$ cat src/rtl/intv_pkg.sv
package intv_pkg;
  typedef enum logic [0:0] {
    REG_RELOAD = 1'b0,
    REG_CTRL   = 1'b1
  } intv_reg_e;

  // control register bit positions
  localparam int unsigned BIT_GO   = 0;
  localparam int unsigned BIT_HALT = 1;
  localparam int unsigned BIT_CLR  = 2;
  localparam int unsigned BIT_PEND = 3;
  localparam int unsigned DIV_LSB  = 4;

  typedef struct packed {
    logic go;
    logic halt;
    logic clr;
  } intv_cmd_t;
endpackage

$ cat src/rtl/intv_prescaler.sv
module intv_prescaler #(
  parameter int SEL_W     = 3,
  parameter int MAX_SHIFT = 6
) (
  input  logic             clk,
  input  logic             rst_n,
  input  logic             run,
  input  logic             restart,
  input  logic [SEL_W-1:0] div_sel,
  output logic             tick
);
  localparam int PRE_W = (MAX_SHIFT < 1) ? 1 : MAX_SHIFT;
  localparam logic [SEL_W-1:0] MAX_SEL = SEL_W'(MAX_SHIFT);

  logic [SEL_W-1:0] shift_eff;
  logic [PRE_W-1:0] mask;
  logic [PRE_W-1:0] pre_q, pre_d;

  assign shift_eff = (div_sel > MAX_SEL) ? MAX_SEL : div_sel;

  for (genvar i = 0; i < PRE_W; i++) begin : g_mask
    assign mask[i] = (shift_eff > SEL_W'(i));
  end

  always_comb begin
    pre_d = pre_q;
    if (restart)  pre_d = '0;
    else if (run) pre_d = pre_q + 1'b1;
  end

  always_ff @(posedge clk or negedge rst_n) begin
    if (!rst_n) pre_q <= '0;
    else        pre_q <= pre_d;
  end

  assign tick = run && !restart && ((pre_q & mask) == mask);
endmodule

$ cat src/rtl/intv_counter.sv
module intv_counter #(
  parameter int CNT_W = 16
) (
  input  logic             clk,
  input  logic             rst_n,
  input  logic             load,
  input  logic             run,
  input  logic             tick,
  input  logic [CNT_W-1:0] reload_val,
  output logic [CNT_W-1:0] cnt,
  output logic             uf
);
  logic [CNT_W-1:0] cnt_q, cnt_d;
  logic             step;

  assign step = run && tick;
  assign uf   = step && (cnt_q == '0);

  always_comb begin
    cnt_d = cnt_q;
    if (load)      cnt_d = reload_val;
    else if (uf)   cnt_d = reload_val;
    else if (step) cnt_d = cnt_q - 1'b1;
  end

  always_ff @(posedge clk or negedge rst_n) begin
    if (!rst_n) cnt_q <= '0;
    else        cnt_q <= cnt_d;
  end

  assign cnt = cnt_q;
endmodule

$ cat src/rtl/intv_regs.sv
module intv_regs
  import intv_pkg::*;
#(
  parameter int CNT_W  = 16,
  parameter int SEL_W  = 3,
  parameter int DATA_W = 16
) (
  input  logic              clk,
  input  logic              rst_n,
  input  logic              bus_wr,
  input  logic              bus_addr,
  input  logic [DATA_W-1:0] bus_wdata,
  input  logic              uf,
  output logic [DATA_W-1:0] rdata,
  output logic [CNT_W-1:0]  reload_val,
  output logic [SEL_W-1:0]  div_sel,
  output logic              run,
  output logic              start_evt,
  output logic              flag
);
  logic [CNT_W-1:0] reload_q, reload_d;
  logic [SEL_W-1:0] div_q, div_d;
  logic             run_q, run_d;
  logic             flag_q, flag_d;
  logic             reload_we, ctrl_we;
  intv_cmd_t        cmd;

  assign reload_we = bus_wr && (bus_addr == REG_RELOAD);
  assign ctrl_we   = bus_wr && (bus_addr == REG_CTRL);

  assign cmd.go   = ctrl_we && bus_wdata[BIT_GO];
  assign cmd.halt = ctrl_we && bus_wdata[BIT_HALT];
  assign cmd.clr  = ctrl_we && bus_wdata[BIT_CLR];

  // halt > clear > go; go only acts on a stopped timer
  assign start_evt = cmd.go && !cmd.halt && !run_q;

  always_comb begin
    reload_d = reload_q;
    div_d    = div_q;
    run_d    = run_q;
    flag_d   = flag_q;
    if (reload_we) reload_d = bus_wdata[CNT_W-1:0];
    if (ctrl_we)   div_d    = bus_wdata[DIV_LSB +: SEL_W];
    if (cmd.halt)       run_d = 1'b0;
    else if (start_evt) run_d = 1'b1;
    if (cmd.halt)      flag_d = 1'b0;
    else if (uf)       flag_d = 1'b1;
    else if (cmd.clr)  flag_d = 1'b0;
  end

  always_ff @(posedge clk or negedge rst_n) begin
    if (!rst_n) begin
      reload_q <= '0;
      div_q    <= '0;
      run_q    <= 1'b0;
      flag_q   <= 1'b0;
    end else begin
      reload_q <= reload_d;
      div_q    <= div_d;
      run_q    <= run_d;
      flag_q   <= flag_d;
    end
  end

  always_comb begin
    rdata = '0;
    if (bus_addr == REG_RELOAD) begin
      rdata[CNT_W-1:0] = reload_q;
    end else begin
      rdata[BIT_GO]              = run_q;
      rdata[BIT_PEND]            = flag_q;
      rdata[DIV_LSB +: SEL_W]    = div_q;
    end
  end

  assign reload_val = reload_q;
  assign div_sel    = div_q;
  assign run        = run_q;
  assign flag       = flag_q;
endmodule

$ cat src/rtl/intv_timer.sv
module intv_timer #(
  parameter int CNT_W     = 16,
  parameter int SEL_W     = 3,
  parameter int MAX_SHIFT = 6,
  parameter int DATA_W    = 16
) (
  input  logic              clk,
  input  logic              rst_n,
  input  logic              bus_wr,
  input  logic              bus_addr,
  input  logic [DATA_W-1:0] bus_wdata,
  output logic [DATA_W-1:0] bus_rdata,
  output logic              irq
);
  logic [1:0]       rst_sync_q;
  logic             rst_int_n;
  logic [CNT_W-1:0] reload_val, cnt_q;
  logic [SEL_W-1:0] div_sel;
  logic             run_q, start_evt, tick, uf, flag;

  always_ff @(posedge clk or negedge rst_n) begin
    if (!rst_n) rst_sync_q <= '0;
    else        rst_sync_q <= {rst_sync_q[0], 1'b1};
  end
  assign rst_int_n = rst_sync_q[1];

  intv_regs #(.CNT_W(CNT_W), .SEL_W(SEL_W), .DATA_W(DATA_W)) u_regs (
    .clk        (clk),
    .rst_n      (rst_int_n),
    .bus_wr     (bus_wr),
    .bus_addr   (bus_addr),
    .bus_wdata  (bus_wdata),
    .uf         (uf),
    .rdata      (bus_rdata),
    .reload_val (reload_val),
    .div_sel    (div_sel),
    .run        (run_q),
    .start_evt  (start_evt),
    .flag       (flag)
  );

  intv_prescaler #(.SEL_W(SEL_W), .MAX_SHIFT(MAX_SHIFT)) u_pre (
    .clk     (clk),
    .rst_n   (rst_int_n),
    .run     (run_q),
    .restart (start_evt),
    .div_sel (div_sel),
    .tick    (tick)
  );

  intv_counter #(.CNT_W(CNT_W)) u_cnt (
    .clk        (clk),
    .rst_n      (rst_int_n),
    .load       (start_evt),
    .run        (run_q),
    .tick       (tick),
    .reload_val (reload_val),
    .cnt        (cnt_q),
    .uf         (uf)
  );

  assign irq = flag;
endmodule

$ cat config.mk
export PLATFORM = sky130hd
export DESIGN_NAME = intv_timer
export DESIGN_NICKNAME = d
export VERILOG_FILES = /design/src/rtl/intv_pkg.sv /design/src/rtl/intv_prescaler.sv /design/src/rtl/intv_counter.sv /design/src/rtl/intv_regs.sv /design/src/rtl/intv_timer.sv
export SDC_FILE = /design/constraint.sdc
export NUM_CORES = 1
export LEC_CHECK = 0
export BUFFER_PORTS_ARGS = -buffer_cell sky130_fd_sc_hd__buf_4
export CORE_MARGIN = 8
export CORE_UTILIZATION = 40
export CTS_CLUSTER_SIZE = 24
export DETAILED_ROUTE_END_ITERATION = 7
export GPL_ROUTABILITY_DRIVEN = 0
export GPL_TIMING_DRIVEN = 0
export PLACE_DENSITY_LB_ADDON = 0.25
export SLEW_MARGIN = 10
export SYNTH_ARGS = -nofsm -noshare
export SYNTH_HDL_FRONTEND = slang
export SYNTH_SLANG_ARGS = --single-unit
$ cat constraint.sdc
create_clock -name clk -period 1.4 [get_ports clk]
set_clock_uncertainty 0.2 [all_clocks]
set_input_delay 0.21 -clock clk [delete_from_list [all_inputs] [get_ports clk]]
set_output_delay 0.21 -clock clk [all_outputs]
set_load 0.005 [all_outputs]
* Yosys cells after proc, flatten, opt, wreduce, memory -nomap -nowiden
Index checks and enable logic that the tools add are counted.
** Word-level totals
- Register bits after elaboration :: 45
- Input bits :: 20
- Output and inout port bits :: 17
- Logic and storage cells :: 53
** Operators by class
- $add $sub $neg :: 2
- Magnitude comparators :: 7
- Eq/ne operators :: 1
- Multiplexer cells :: 15
- Bitwise gates (word level) :: 2
- Reductions and logical operators :: 19
** Operators by type and width (count)
- 2-to-1 mux 16 bit :: 3
- zero test 16 bit :: 1
- subtractor 16 x 1 -> 16 bit, second input constant :: 1
- 2-to-1 mux 6 bit :: 2
- logical AND 1 bit :: 11
- > comparator 3 bit, second input constant :: 3
- 2-to-1 mux 9 bit :: 1
- adder 6 x 1 -> 6 bit, second input constant :: 1
- bitwise AND 6 bit :: 1
- == test 6 bit :: 1
- > comparator 3 x 1 -> 1 bit, second input constant :: 2
- > comparator 3 x 2 -> 1 bit, second input constant :: 2
- 2-to-1 mux 1 bit :: 6
- nonzero test 3 bit :: 2
- 2-to-1 mux 4 bit :: 1
- nonzero test 2 bit :: 2
- zero test 1 bit :: 3
- 2-to-1 mux 3 bit :: 1
- 2-to-1 mux 2 bit :: 1
- inverter 1 bit :: 1

* Longest topological paths before layout
- Depth in word-level cells :: 12
- Gate-level depth with buffers :: 7
- Mapped depth without buffers :: 7

* Cells and area by module
Synthesis repeated with hierarchy kept, for this count alone.
** Second synthesis, totals
- Cell total of the unflattened synthesis :: 236
- Area total of the unflattened synthesis :: 2531.2 µm²
** Modules (own cells, without submodules)
- intv_counter :: times used 1, cells each 131, area each 1184.9 µm²
- intv_regs :: times used 1, cells each 68, area each 959.7 µm²
- intv_prescaler :: times used 1, cells each 34, area each 332.8 µm²
- intv_timer :: times used 1, cells each 3, area each 53.8 µm²

* Least setup slack after synthesis
OpenSTA, ideal clock, no wires.
- Path kind :: reg-to-reg
- Start :: reg u_cnt.cnt_q[8] (netlist: u_cnt.cnt[8])
- End :: reg u_cnt.cnt_q[8] (netlist: u_cnt.cnt[8])
- Setup time :: 0.136 ns
- Arrival time :: 1.949 ns
- Data required time :: 1.064 ns
- Slack :: -0.885 ns
- Cell stages (with the launch flop) :: 7
- Cell sequence :: dfrtp_1 -> or3_4 -> or3_1 -> buf_6 -> or3_4 -> o21ai_4 -> a221oi_1
** On the way
- Longest elaborated chain between the ends :: 4
** Ends and longest elaborated chain
- from (decl) :: line intv_counter.sv:13 : logic [CNT_W-1:0] cnt_q, cnt_d;
- from (signal assigned) :: line intv_counter.sv:28 : else cnt_q <= cnt_d;
- subtractor 16 x 1 -> 16 bit or zero test 16 bit (tied branches) :: line intv_counter.sv:23, intv_counter.sv:17
- 2-to-1 mux 16 bit or logical AND 1 bit (tied branches) :: line intv_counter.sv:23, intv_counter.sv:17
- 2-to-1 mux 16 bit :: line intv_counter.sv:22 : else if (uf) cnt_d = reload_val;
- 2-to-1 mux 16 bit :: line intv_counter.sv:21 : if (load) cnt_d = reload_val;
Several ways; a longest one is shown, not always the timed one. The select of a mux whose other input is x is not followed.
A chain may end at the register's enable or synchronous reset.

* Worst setup path in the final report
- Start :: reg u_cnt.cnt_q[9] (netlist: u_cnt.cnt[9])
- End :: reg u_cnt.cnt_q[3] (netlist: u_cnt.cnt[3])
** On the way
- Longest elaborated chain between the ends :: 4
** Ends and longest elaborated chain
- zero test 16 bit * :: line intv_counter.sv:17 : assign uf = step && (cnt_q == '0);
- logical AND 1 bit * :: line intv_counter.sv:17
- 2-to-1 mux 16 bit :: line intv_counter.sv:22
- 2-to-1 mux 16 bit :: line intv_counter.sv:21
Mark *: on every way between the ends. The rest lies on a longest branch, timed or not.

==> results.ini <==
[detailed_routing]
avgViaCountPerCell=5.71
first_pass_iters=5
route.antenna.remaining_nets=0
vias=2322
route.detailed.drc=0
drt-total-wl_um=7580
routed_wire_length_per_instance_um=18.6
detailedRoute.firstIterationViolations=158

[timing]
final_min_period_over_clock_period=1.74
layout_min_cycle_time_ns=2.43
tns_ns=-16.95
timing.final.setup_violations=23
timing.final.hold_violations=0
rsz_0062_raised_after_global_routing=true
setup_ws_post_layout_ns=-1.03
worstMarginPinSlew_ns=0.572
slew_viol_final=0
timing.slew.headroom=0.619
achievable-frequency_mhz=412

[die]
placeableCoreArea_mm2=0.00592
die_width_um=94.3
io_pins=37
dieArea_mm2=0.00888
initial_core_util=0.414
dieHeight_um=94.3
placement_rows=28

[synth]
number_of_synthesized_register_bits=45
synth-seq-area-share=0.460
netlist.top_cell.by_area=sky130_fd_sc_hd__dfrtp_1
synth_flop_cell=sky130_fd_sc_hd__dfrtp_1
post_synth_inst_count=230
synthTopCellsByArea=sky130_fd_sc_hd__dfrtp_1 (46%), sky130_fd_sc_hd__mux2_2 (10%), sky130_fd_sc_hd__a221o_2 (3.2%)
synthDominantCellAreaShare=0.460
synth.cell_area_mm2=0.00245
mappedNetlistNets=252
post_synth.cell_area_avg_um2=10.7
async_set_reset_flop_share_out_of_synthesis=1.00
yosysUniqueCellTypes=61
number_of_warnings_reported_in_the_yosys_synthesis_log=0
synth_edf_count=0

[finish]
multi_input_area_mm2=0.00150
layout-drive-gt1-share=0.542
diodes=0
fillerInstances=436
finalNetCount=353
finish.cell_count_without_fillers=407
area_growth_pct=55.6
layout.area.seq_mm2=0.00114

[setup_path]
critical_path_depth=6
critical-path-slowest-cell=sky130_fd_sc_hd__or3_4
worst_r2r_path_depth=6
critical_path.max_stage_delay_ns=0.41
critPathTopFamily=simple AND/OR/NAND/NOR gates
critical_path.startpoint_type=register
critical_path.max_fanout=8
worst_path_most_repeated_cell=sky130_fd_sc_hd__or3_4
critPathBufInv=1
path_class=register to register
path_cells=or3_4 > or3_1 > buf_6 > or3_4 > o21ai_4 > a221o_2
worstSetupEndpointType=register
critical_path_required_ns=1.44
critical_path_arrival_ns=2.47

[global_route]
grt-busiest-layer=met2
grt_use_met2=0.244
global_route.usage.met3=0.0344
grt_first_pass_wirelength_um=11100
number_of_antenna_violations_at_the_first_check_in_global_routing=0
grt_util_all_layers=0.158
globalRoute.totalOverflow=0
grt_max_degree=44
gr-usage-met1=0.213
vias_in_the_first_global_route=2232

[outcome]
violations=negative setup slack
outcome=finished, violations left

[power_and_ir_drop]
power.density_mw_per_mm2=1240
power.static_leakage_nw=1.67
ir_drop_mv=0.644

[min_path]
hold_path_class=input pin to asynchronous set/reset pin

[clock_tree]
clock_sinks=45
cts.htree.levels=2
max-clock-path-buffers=2
cts-buffers-inserted=5
ctsRootBufferMaster=sky130_fd_sc_hd__clkbuf_8
cts_tree=done
clock_transition_at_the_register_clock_pins_on_the_worst_setup_and_hold_paths_after_cts_ns=0.09
clock_latency_ns=0.31

[placed_design]
portBuffers=36
post-dp-hpwl_um=4330
place_inst=341

[run]
cap_viol_max_count=0

## repair_timing
action,CTS,global route
endpoints found under the setup margin,35,86
buffers inserted,20,20
pin swaps,15,15
cloned,0,0
endpoints found under the hold margin,22,0
gates resized for setup,35,55
hold buffers,19,0
## state kept, by name, indices dropped and copies added, names as in the netlist
name               count
u_regs.run             1
u_cnt.cnt             16
u_regs.reload_val     16
u_pre.pre_q            6
rst_sync_q             2
u_regs.flag            1
u_regs.div_sel         3
## cell usage after synthesis (2+ instances only)
master                     number
sky130_fd_sc_hd__or3_2          2
sky130_fd_sc_hd__a41oi_1        2
sky130_fd_sc_hd__a221o_2        7
sky130_fd_sc_hd__nand4_1        3
sky130_fd_sc_hd__ha_1           2
sky130_fd_sc_hd__a21oi_1        4
sky130_fd_sc_hd__and3_2         2
sky130_fd_sc_hd__nor4_1         2
sky130_fd_sc_hd__nand3_1        9
sky130_fd_sc_hd__or3_1          2
sky130_fd_sc_hd__dfrtp_1       45
sky130_fd_sc_hd__or3_4          2
sky130_fd_sc_hd__buf_6          2
sky130_fd_sc_hd__mux2_2        22
sky130_fd_sc_hd__a31oi_1        7
sky130_fd_sc_hd__clkbuf_1       3
sky130_fd_sc_hd__nor3_1         8
sky130_fd_sc_hd__nor2b_1       12
sky130_fd_sc_hd__o21ai_0        9
sky130_fd_sc_hd__nand2_1       17
sky130_fd_sc_hd__inv_1          7
sky130_fd_sc_hd__nor2_1        15
sky130_fd_sc_hd__buf_1          2
sky130_fd_sc_hd__xor2_1         2
sky130_fd_sc_hd__a211oi_1       3
sky130_fd_sc_hd__and2b_1        2
sky130_fd_sc_hd__o21a_1         2
sky130_fd_sc_hd__a22oi_1        2
## power by group
part	leakage (nW)	internal, W	switching [W]	total, W
combinational	1.09	0.000921	0.000679	0.00160
sequential	0.522	0.00162	0.000439	0.00206
clock	0.0574	0.000581	0.000473	0.00105
## metrics by stage
step	cell area (um2)	hold slack [ns]	setup WS, ns	util	total power, W
after floorplan	2470	-0.286	-0.884	-	0.00267
after global placement	2840	-0.207	-1.28	0.479	0.00300
after detailed placement	2840	-0.207	-1.26	0.479	0.00305
after CTS	3450	0.0111	-1.04	0.582	0.00434
after global routing	3810	0.0223	-1.08	0.644	0.00494
final	3810	0.0159	-1.03	0.644	0.00472
## cell usage in the layout (no fill, tap or decap), types with 4 or more instances in the layout
master                          count
sky130_fd_sc_hd__nand3_1            8
sky130_fd_sc_hd__a31oi_1            5
sky130_fd_sc_hd__dfrtp_2            8
sky130_fd_sc_hd__buf_4             59
sky130_fd_sc_hd__nor2b_4            6
sky130_fd_sc_hd__inv_2              4
sky130_fd_sc_hd__nor3_1             4
sky130_fd_sc_hd__dfrtp_1           36
sky130_fd_sc_hd__mux2_4             5
sky130_fd_sc_hd__dlygate4sd3_1     19
sky130_fd_sc_hd__a221o_2            7
sky130_fd_sc_hd__nor2_1            13
sky130_fd_sc_hd__nand2_1           14
sky130_fd_sc_hd__nor2b_1            6
sky130_fd_sc_hd__mux2_2            17
sky130_fd_sc_hd__clkbuf_8           7
sky130_fd_sc_hd__buf_6             19
sky130_fd_sc_hd__o21ai_0            5
sky130_fd_sc_hd__or3_4              4
## cell type report
cell class / count / area share
Sequential cell: 45 / 0.299
Multi-Input combinational cell: 168 / 0.394
Tap cell: 75 / 0.0246
Buffer: 9 / 0.0246
Clock buffer: 6 / 0.0217
Clock inverter: 2 / 0.00985
Inverter: 7 / 0.00689
Timing Repair Buffer: 95 / 0.220
## path summary, 6_finish.rpt
| path | slack (ns) | startpoint | to |
|---|---|---|---|
| setup / recovery | -1.03 | u_cnt.cnt[9] | u_cnt.cnt[3] |
| max in group asynchronous | 0.45 | rst_sync_q[1] | u_pre.pre_q[2] |
| min in group clk | 0.12 | bus_wdata[0] | u_regs.run |
| setup reg to reg | -1.03 | u_cnt.cnt[9] | u_cnt.cnt[3] |
| hold / removal | 0.02 | rst_n | rst_sync_q[1] |
| hold reg to reg | 0.14 | rst_sync_q[1] | u_regs.div_sel[1] |
## worst register-to-register path: cells and delay by family, from the launching register on
kind / cells / cell delay [ns]
buffers and inverters: 1 / 0.15
DFF: 1 / 0.40
and+or+nand+nor: 3 / 1.12
AOI/OAI and AO/OA: 2 / 0.51
## cell families after synthesis
logic type	after synthesis	share of synthesized area
compound gates	54	0.181
simple gates	87	0.199
xor+xnor	2	0.00715
mux	22	0.101
flops	45	0.460
buf+inv	17	0.0403
fa+ha+maj	2	0.0102
other cells	1	0.00153
## per-layer routing
| metal | vias to the layer above | share of wire | routed length (um) |
|---|---|---|---|
| met4 | 0 | 0.021 | 156 |
| li1 | 1066 | - | - |
| met2 | 103 | 0.49 | 3690 |
| met5 | - | 0 | 0 |
| met1 | 1133 | 0.42 | 3160 |
| met3 | 20 | 0.075 | 569 |
No activity file was read; power rests on OpenSTA's default activity.
